**src/rtl/vsd_pkg.sv**
```systemverilog
package vsd_pkg;

  typedef enum logic [1:0] {EV_NONE, EV_LINE, EV_FIELD} sync_ev_t;
  typedef enum logic [1:0] {PH_IDLE, PH_PORCH, PH_PIC} win_ph_t;

  // durations in hundredths of a microsecond
  localparam int SYNC_HUS  = 470;
  localparam int NOISE_HUS = 200;

  function automatic int to_clks(input int hus, input int clk_mhz);
    return (hus * clk_mhz) / 100;
  endfunction

  function automatic int line_hus(input int std);
    return (std != 0) ? 6356 : 6400;
  endfunction

  function automatic int bp_hus(input int std);
    return (std != 0) ? 470 : 580;
  endfunction

  function automatic int pic_hus(input int std);
    return (std != 0) ? 5266 : 5200;
  endfunction

  function automatic int frame_lines(input int std);
    return (std != 0) ? 525 : 625;
  endfunction

  function automatic int vis_first_def(input int std);
    return (std != 0) ? 20 : 23;
  endfunction

  function automatic int vis_count_def(input int std);
    return (std != 0) ? 240 : 288;
  endfunction

endpackage

```
**src/rtl/vsd_sync_meas.sv**
```systemverilog
module vsd_sync_meas import vsd_pkg::*; #(
  parameter int NOISE_CLKS = 20,
  parameter int LONG_CLKS  = 94,
  parameter int CNT_W      = 8
) (
  input  logic     clk,
  input  logic     rst,
  input  logic     sync_n,
  output sync_ev_t ev
);

  localparam logic [CNT_W-1:0] WID_MAX = '1;

  logic             meta_q, sync_q, prev_q;
  logic [CNT_W-1:0] wid_q;
  logic             rise;

  assign rise = sync_q & ~prev_q;

  always_ff @(posedge clk) begin
    if (rst) begin
      meta_q <= 1'b1;
      sync_q <= 1'b1;
      prev_q <= 1'b1;
      wid_q  <= '0;
      ev     <= EV_NONE;
    end else begin
      meta_q <= sync_n;
      sync_q <= meta_q;
      prev_q <= sync_q;
      ev     <= EV_NONE;
      if (!sync_q) begin
        if (wid_q != WID_MAX) wid_q <= wid_q + 1'b1;
      end else begin
        wid_q <= '0;
      end
      if (rise) begin
        if (int'(wid_q) > LONG_CLKS)       ev <= EV_FIELD;
        else if (int'(wid_q) >= NOISE_CLKS) ev <= EV_LINE;
      end
    end
  end

  // a classified pulse yields exactly one event cycle
  assert_ev_single_R2: assert property (@(posedge clk) disable iff (rst)
    (ev != EV_NONE) |=> (ev == EV_NONE));

  // an event only follows a trailing edge of the synchronised input
  assert_ev_after_edge_R2: assert property (@(posedge clk) disable iff (rst)
    (ev != EV_NONE) |-> $past(rise));

endmodule

```
**src/rtl/vsd_lock.sv**
```systemverilog
module vsd_lock #(
  parameter int TIMEOUT = 960,
  parameter int GAP_W   = 10
) (
  input  logic clk,
  input  logic rst,
  input  logic ev_valid,
  output logic lock_on,
  output logic locked,
  output logic lost
);

  logic [GAP_W-1:0] gap_q, gap_d;
  logic [1:0]       good_q, good_d;
  logic             lost_d;

  always_comb begin
    gap_d   = gap_q;
    good_d  = good_q;
    lock_on = locked;
    lost_d  = lost;
    if (ev_valid) begin
      gap_d = '0;
      if (good_q != 2'd2) good_d = good_q + 2'd1;
      if (good_q != 2'd0) begin
        lock_on = 1'b1;
        lost_d  = 1'b0;
      end
    end else begin
      if (int'(gap_q) < TIMEOUT) gap_d = gap_q + 1'b1;
      if (int'(gap_q) == TIMEOUT - 1) begin
        lock_on = 1'b0;
        good_d  = 2'd0;
        lost_d  = 1'b1;
      end
    end
  end

  always_ff @(posedge clk) begin
    if (rst) begin
      gap_q  <= '0;
      good_q <= 2'd0;
      locked <= 1'b0;
      lost   <= 1'b0;
    end else begin
      gap_q  <= gap_d;
      good_q <= good_d;
      locked <= lock_on;
      lost   <= lost_d;
    end
  end

  assert_lost_means_unlocked_R8: assert property (@(posedge clk) disable iff (rst)
    lost |-> !locked);

  // lock can only be gained on a sync event
  assert_lock_on_event_R7: assert property (@(posedge clk) disable iff (rst)
    $rose(locked) |-> $past(ev_valid));

endmodule

```
**src/rtl/vsd_line_ctl.sv**
```systemverilog
module vsd_line_ctl import vsd_pkg::*; #(
  parameter int LINE_W    = 10,
  parameter int VIS_FIRST = 23,
  parameter int VIS_COUNT = 288
) (
  input  logic              clk,
  input  logic              rst,
  input  sync_ev_t          ev,
  input  logic              lock_on,
  output logic [LINE_W-1:0] line_num,
  output logic              field_id,
  output logic              sof,
  output logic              line_vis
);

  localparam logic [LINE_W-1:0] LINE_MAX = '1;
  localparam int                VIS_LAST = VIS_FIRST + VIS_COUNT - 1;

  logic [LINE_W-1:0] line_d;
  logic              in_win;

  always_comb begin
    line_d = line_num;
    if (ev == EV_FIELD)                          line_d = '0;
    else if (ev == EV_LINE && line_num != LINE_MAX) line_d = line_num + 1'b1;
    in_win = (int'(line_d) >= VIS_FIRST) && (int'(line_d) <= VIS_LAST);
  end

  always_ff @(posedge clk) begin
    if (rst) begin
      line_num <= '0;
      field_id <= 1'b1;
      sof      <= 1'b0;
      line_vis <= 1'b0;
    end else begin
      sof <= 1'b0;
      if (ev != EV_NONE) begin
        line_num <= line_d;
        line_vis <= lock_on & in_win;
        if (ev == EV_FIELD) begin
          field_id <= ~field_id;
          sof      <= lock_on & field_id;
        end
      end else if (!lock_on) begin
        line_vis <= 1'b0;
      end
    end
  end

  assert_sof_at_frame_top_R4: assert property (@(posedge clk) disable iff (rst)
    sof |-> (line_num == '0) && !field_id);

  assert_sof_single_R4: assert property (@(posedge clk) disable iff (rst)
    sof |=> !sof);

  assert_field_clears_line_R3: assert property (@(posedge clk) disable iff (rst)
    (ev == EV_FIELD) |=> (line_num == '0));

endmodule

```
**src/rtl/vsd_window.sv**
```systemverilog
module vsd_window import vsd_pkg::*; #(
  parameter int BP_CLKS  = 58,
  parameter int PIC_CLKS = 520,
  parameter int CNT_W    = 10
) (
  input  logic clk,
  input  logic rst,
  input  logic start,
  input  logic lock_on,
  input  logic vis,
  output logic active
);

  localparam logic [CNT_W-1:0] BP_LOAD  = CNT_W'(BP_CLKS - 1);
  localparam logic [CNT_W-1:0] PIC_LOAD = CNT_W'(PIC_CLKS - 1);

  win_ph_t          ph_q;
  logic [CNT_W-1:0] cnt_q;

  always_ff @(posedge clk) begin
    if (rst) begin
      ph_q   <= PH_IDLE;
      cnt_q  <= '0;
      active <= 1'b0;
    end else if (!lock_on) begin
      ph_q   <= PH_IDLE;
      active <= 1'b0;
    end else if (start) begin
      ph_q   <= PH_PORCH;
      cnt_q  <= BP_LOAD;
      active <= 1'b0;
    end else begin
      case (ph_q)
        PH_PORCH: begin
          if (cnt_q == '0) begin
            ph_q   <= PH_PIC;
            cnt_q  <= PIC_LOAD;
            active <= vis;
          end else begin
            cnt_q <= cnt_q - 1'b1;
          end
        end
        PH_PIC: begin
          if (cnt_q == '0) begin
            ph_q   <= PH_IDLE;
            active <= 1'b0;
          end else begin
            cnt_q <= cnt_q - 1'b1;
          end
        end
        default: active <= 1'b0;
      endcase
    end
  end

  assert_active_only_visible_R5: assert property (@(posedge clk) disable iff (rst)
    active |-> vis);

  assert_active_not_in_porch_R5: assert property (@(posedge clk) disable iff (rst)
    (ph_q == PH_PORCH) |-> !active);

endmodule

```
**src/rtl/vid_sync_decoder.sv**
```systemverilog
module vid_sync_decoder import vsd_pkg::*; #(
  parameter  int STD       = 0,
  parameter  int CLK_MHZ   = 10,
  parameter  int VIS_FIRST = vis_first_def(STD),
  parameter  int VIS_COUNT = vis_count_def(STD),
  localparam int LINE_W    = $clog2(frame_lines(STD))
) (
  input  logic              clk,
  input  logic              rst,
  input  logic              csync_n,
  output logic [LINE_W-1:0] line_num,
  output logic              field_id,
  output logic              sof,
  output logic              active_en,
  output logic              line_vis,
  output logic              lock_lost
);

  localparam int LINE_CLKS    = to_clks(line_hus(STD), CLK_MHZ);
  localparam int SYNC_CLKS    = to_clks(SYNC_HUS, CLK_MHZ);
  localparam int NOISE_CLKS   = to_clks(NOISE_HUS, CLK_MHZ);
  localparam int BP_CLKS      = to_clks(bp_hus(STD), CLK_MHZ);
  localparam int PIC_CLKS     = to_clks(pic_hus(STD), CLK_MHZ);
  localparam int LONG_CLKS    = 2 * SYNC_CLKS;
  localparam int TIMEOUT_CLKS = (3 * LINE_CLKS) / 2;
  localparam int WID_W        = $clog2(LONG_CLKS + 2) + 1;
  localparam int GAP_W        = $clog2(TIMEOUT_CLKS + 1);
  localparam int WIN_W        = $clog2(BP_CLKS + PIC_CLKS + 1);

  sync_ev_t ev;
  logic     ev_valid, lock_on, locked;

  assign ev_valid = (ev != EV_NONE);

  vsd_sync_meas #(
    .NOISE_CLKS(NOISE_CLKS), .LONG_CLKS(LONG_CLKS), .CNT_W(WID_W)
  ) meas_i (
    .clk(clk), .rst(rst), .sync_n(csync_n), .ev(ev)
  );

  vsd_lock #(
    .TIMEOUT(TIMEOUT_CLKS), .GAP_W(GAP_W)
  ) lock_i (
    .clk(clk), .rst(rst), .ev_valid(ev_valid),
    .lock_on(lock_on), .locked(locked), .lost(lock_lost)
  );

  vsd_line_ctl #(
    .LINE_W(LINE_W), .VIS_FIRST(VIS_FIRST), .VIS_COUNT(VIS_COUNT)
  ) line_i (
    .clk(clk), .rst(rst), .ev(ev), .lock_on(lock_on),
    .line_num(line_num), .field_id(field_id), .sof(sof), .line_vis(line_vis)
  );

  vsd_window #(
    .BP_CLKS(BP_CLKS), .PIC_CLKS(PIC_CLKS), .CNT_W(WIN_W)
  ) win_i (
    .clk(clk), .rst(rst), .start(ev_valid), .lock_on(lock_on),
    .vis(line_vis), .active(active_en)
  );

  assert_quiet_unlocked_R7: assert property (@(posedge clk) disable iff (rst)
    !locked |-> (!active_en && !sof && !line_vis));

  assert_lost_drops_window_R8: assert property (@(posedge clk) disable iff (rst)
    lock_lost |-> !active_en);

endmodule

```
**config.mk**
```make
export PLATFORM = sky130hd
export DESIGN_NAME = vid_sync_decoder
export DESIGN_NICKNAME = d
export VERILOG_FILES = /design/src/rtl/vsd_pkg.sv /design/src/rtl/vsd_sync_meas.sv /design/src/rtl/vsd_lock.sv /design/src/rtl/vsd_line_ctl.sv /design/src/rtl/vsd_window.sv /design/src/rtl/vid_sync_decoder.sv
export SDC_FILE = /design/constraint.sdc
export NUM_CORES = 1
export LEC_CHECK = 0
export BUFFER_PORTS_ARGS = -buffer_cell sky130_fd_sc_hd__buf_2
export CORE_ASPECT_RATIO = 0.5
export CORE_UTILIZATION = 60
export DETAILED_ROUTE_END_ITERATION = 10
export PLACE_DENSITY = 0.79
export SYNTH_ARGS = -nofsm -noshare
export SYNTH_HDL_FRONTEND = slang
export SYNTH_HIERARCHICAL = 1
export SYNTH_SLANG_ARGS = --single-unit
```
**constraint.sdc**
```tcl
create_clock -name clk -period 3.1 [get_ports clk]
set_input_delay 0.155 -clock clk [delete_from_list [all_inputs] [get_ports clk]]
set_output_delay 0.155 -clock clk [all_outputs]
set_load 0.01 [all_outputs]
```
==> flow_metrics.py <==
metrics = {
    "global_route": {
        "grt_pass1_wl_mm": 11.02,
        "grt_max_degree": 35,
        "groute.usage.overall_pct": 25.07,
        "gr-total-overflow": 0,
        "grt_pass1_vias": 2459,
        "antenna_found_initial": 0,
    },
    "yosys": {
        "synth_nets": 366,
        "synth_edf_count": 0,
        "yosys_most_used_dff": "dfxtp_1",
        "yosysWarnings": 6,
        "syn_inst": 356,
        "yosys_register_bits": 53,
        "synth_area_um2": 3132,
        "synthDistinctLibCells": 86,
        "ys_seq_area_share_pct": 33.88,
        "synth.avg_cell_area_um2": 8.797,
        "async_flop_share_pct": 0,
    },
    "floorplanning": {
        "initial_core_util_pct": 62.92,
        "row_count": 18,
        "die_y_um": 53.09,
        "chipWidth_um": 104.2,
        "die-area_um2": 5530,
        "io_pins": 18,
        "core_um2": 4977,
    },
    "clocking": {
        "clockBufferDepth": 2,
        "post_cts_buffers": 0,
        "numCtsBuffers": 5,
        "clk_pin_slew_ns": 0.10,
        "clockRootBuffer": "clkbuf_8",
        "cts_max_level": 2,
        "holdBufCountCts": 0,
        "cts_tree": "yes",
        "clkSinkCount": 53,
        "cts_resized": 0,
        "clk-insertion-delay-late_ns": 0.30,
    },
    "finish": {
        "antenna_cells": 0,
        "fill_cells": 411,
        "layout_commonest_cell": "dfxtp_1",
        "syn_to_final_growth_pct": 6.193,
        "fin_area_um2": 3326,
        "drive_gt1_share_pct": 16.67,
        "final_cell_mix": "dfxtp_1, nor2_1, nand2_1",
        "final_nets": 375,
        "final_util_pct": 66.82,
    },
    "setup_path": {
        "criticalPathCategory": "reg -> reg",
        "path_delay_family": "simple AND/OR/NAND/NOR gates",
        "worstPathArrival_ns": 2.72,
        "worstSetupStartpointType": "flip-flop",
        "crit_chain": "or2_1 -> nor4_2 -> nor2_1 -> nor2b_1 -> and3_1 -> a21oi_1 -> and4_1 -> o211ai_1 -> o211a_1",
        "cpPeakStageDelay_ns": 0.47,
        "worst_setup_path_end_kind": "flip-flop",
        "reg2reg_slack_ns": 0.59,
        "cp_slowest_cell": "dfxtp_1",
        "crit_buf_inv": 0,
        "required_ns": 3.31,
        "critPathMaxFanout": 16,
    },
    "sta": {
        "finalHoldViolCount": 0,
        "fin_tns_setup_ns": 0,
        "slew_headroom_pct": 50.43,
        "finalClockSkew_ns": 0.01079,
        "fmax_ghz": 0.3985,
        "rsz0062_at_grt": "false",
        "worst_pin_slew_ns": 0.7379,
        "drv_slew": 0,
        "worst_slack_ns": 0.5909,
        "finalSetupViolCount": 0,
        "min_period_over_period_pct": 80.94,
        "min_period_ns": 2.509,
    },
    "route": {
        "wl_per_cell_um": 15.38,
        "drtAntennaViolNets": 0,
        "routed_via_density": 6.440,
        "drt_iter0_drc": 335,
        "vias": 2808,
        "drc_errors": 0,
        "routed_wirelength_mm": 6.707,
        "firstDrtPassIters": 6,
    },
    "power_and_ir_drop": {
        "powerDensity_nw_per_um2": 379.0,
        "power.leakage_uw": 0.001212,
        "ir_drop_v": 0.0002808,
    },
    "placement": {
        "place_congestion": 0.8585,
        "dp_hpwl_mm": 4.796,
        "io_buffers": 17,
        "dp_slack_ns": 0.6127,
        "post_dp_cell_area_um2": 3192,
    },
    "job": {
        "max_cap_viol_count": 0,
    },
    "hold_path": {
        "holdCritPathClass": "in -> reg",
    },
    "status": {
        "run_status": "finished, final reports clean",
    },
}
-- layer usage --
metal	up-vias	global-route usage (%)	routed length, um
li1	1374	-	-
met1	1318	32.54	3213
met2	108	41.78	3009
met3	8	5.049	419
met4	0	10.00	64
met5	-	0	0
-- state kept, by name (all words and copies together) (netlist names), 2 cells and up --
signal           cells
meas_i/wid_q         8
lock_i/good_q        2
win_i/cnt_q         10
line_i/line_num     10
lock_i/gap_q        10
meas_i/ev            2
win_i/ph_q           2
-- final cells by class --
type                       count  area (um^2)  share of cell area (%)
sequential                    53         1061                   31.90
clock buffer                   5        68.82                   2.069
timing repair buffer          20        107.6                   3.236
inverter                      17        63.81                   1.919
multi-input combinational    268         1872                   56.28
tap                           70        87.58                   2.634
clock inverter                 3        65.06                   1.956
-- cell usage after synthesis, drive strengths merged, types with 5 or more instances --
master | number | area, um^2
ha | 7 | 87.58
nand2 | 21 | 78.83
and3 | 8 | 56.31
nor2b | 8 | 50.05
o32ai | 5 | 58.81
or3 | 6 | 37.54
nor2 | 27 | 108.9
a31oi | 10 | 62.56
a21oi | 20 | 103.9
and4 | 8 | 75.07
nand4b | 5 | 43.79
nor3 | 16 | 100.1
nor4 | 5 | 52.55
nand4 | 10 | 62.56
dfxtp | 53 | 1061
o21ai | 17 | 96.34
a41oi | 5 | 43.79
buf | 14 | 112.6
nand3 | 14 | 75.07
or2 | 5 | 31.28
inv | 16 | 60.05
-- cell families after synthesis --
| logic type | synth area share, % |
|---|---|
| XOR/XNOR | 1.119 |
| flip-flops | 33.88 |
| multiplexers | 1.279 |
| AO/OA/AOI/OAI | 24.37 |
| buffers and inverters | 6.352 |
| adder cells (fa/ha/maj) | 2.797 |
| AND/OR/NAND/NOR | 30.20 |
-- path summary, 6_finish.rpt --
kind / from / to / cells past startpoint
worst max-delay path: meas_i/ev[0] / line_i/line_vis / 9
worst max register to register: meas_i/ev[0] / line_i/line_vis / 9
worst min register to register: meas_i/meta_q / meas_i/sync_q / 1
worst min-delay path: csync_n / meas_i/meta_q / 2
-- worst register-to-register path: cells and delay by family, from the launching register on --
| kind | cells | cell delay [ns] |
|---|---|---|
| AOI/OAI and AO/OA | 3 | 0.42 |
| DFF | 1 | 0.47 |
| and+or+nand+nor | 6 | 1.54 |
-- per-stage QoR --
stage	hold slack (ns)	power (uW)	instances
after floorplan	0.2317	725.5	356
after global placement	0.3416	732.1	428
after detailed placement	0.3438	733.7	428
after CTS	0.02871	1274	436
after global routing	0.03257	1312	436
final	0.03243	1261	436
-- power breakdown --
part | internal [uW] | switching, uW | total, uW
combinational | 8.92 | 18.7 | 27.7
sequential | 686 | 4.94 | 690
clock | 321 | 222 | 542
total | 1020 | 245 | 1260
(Power assumes the default switching activity.)
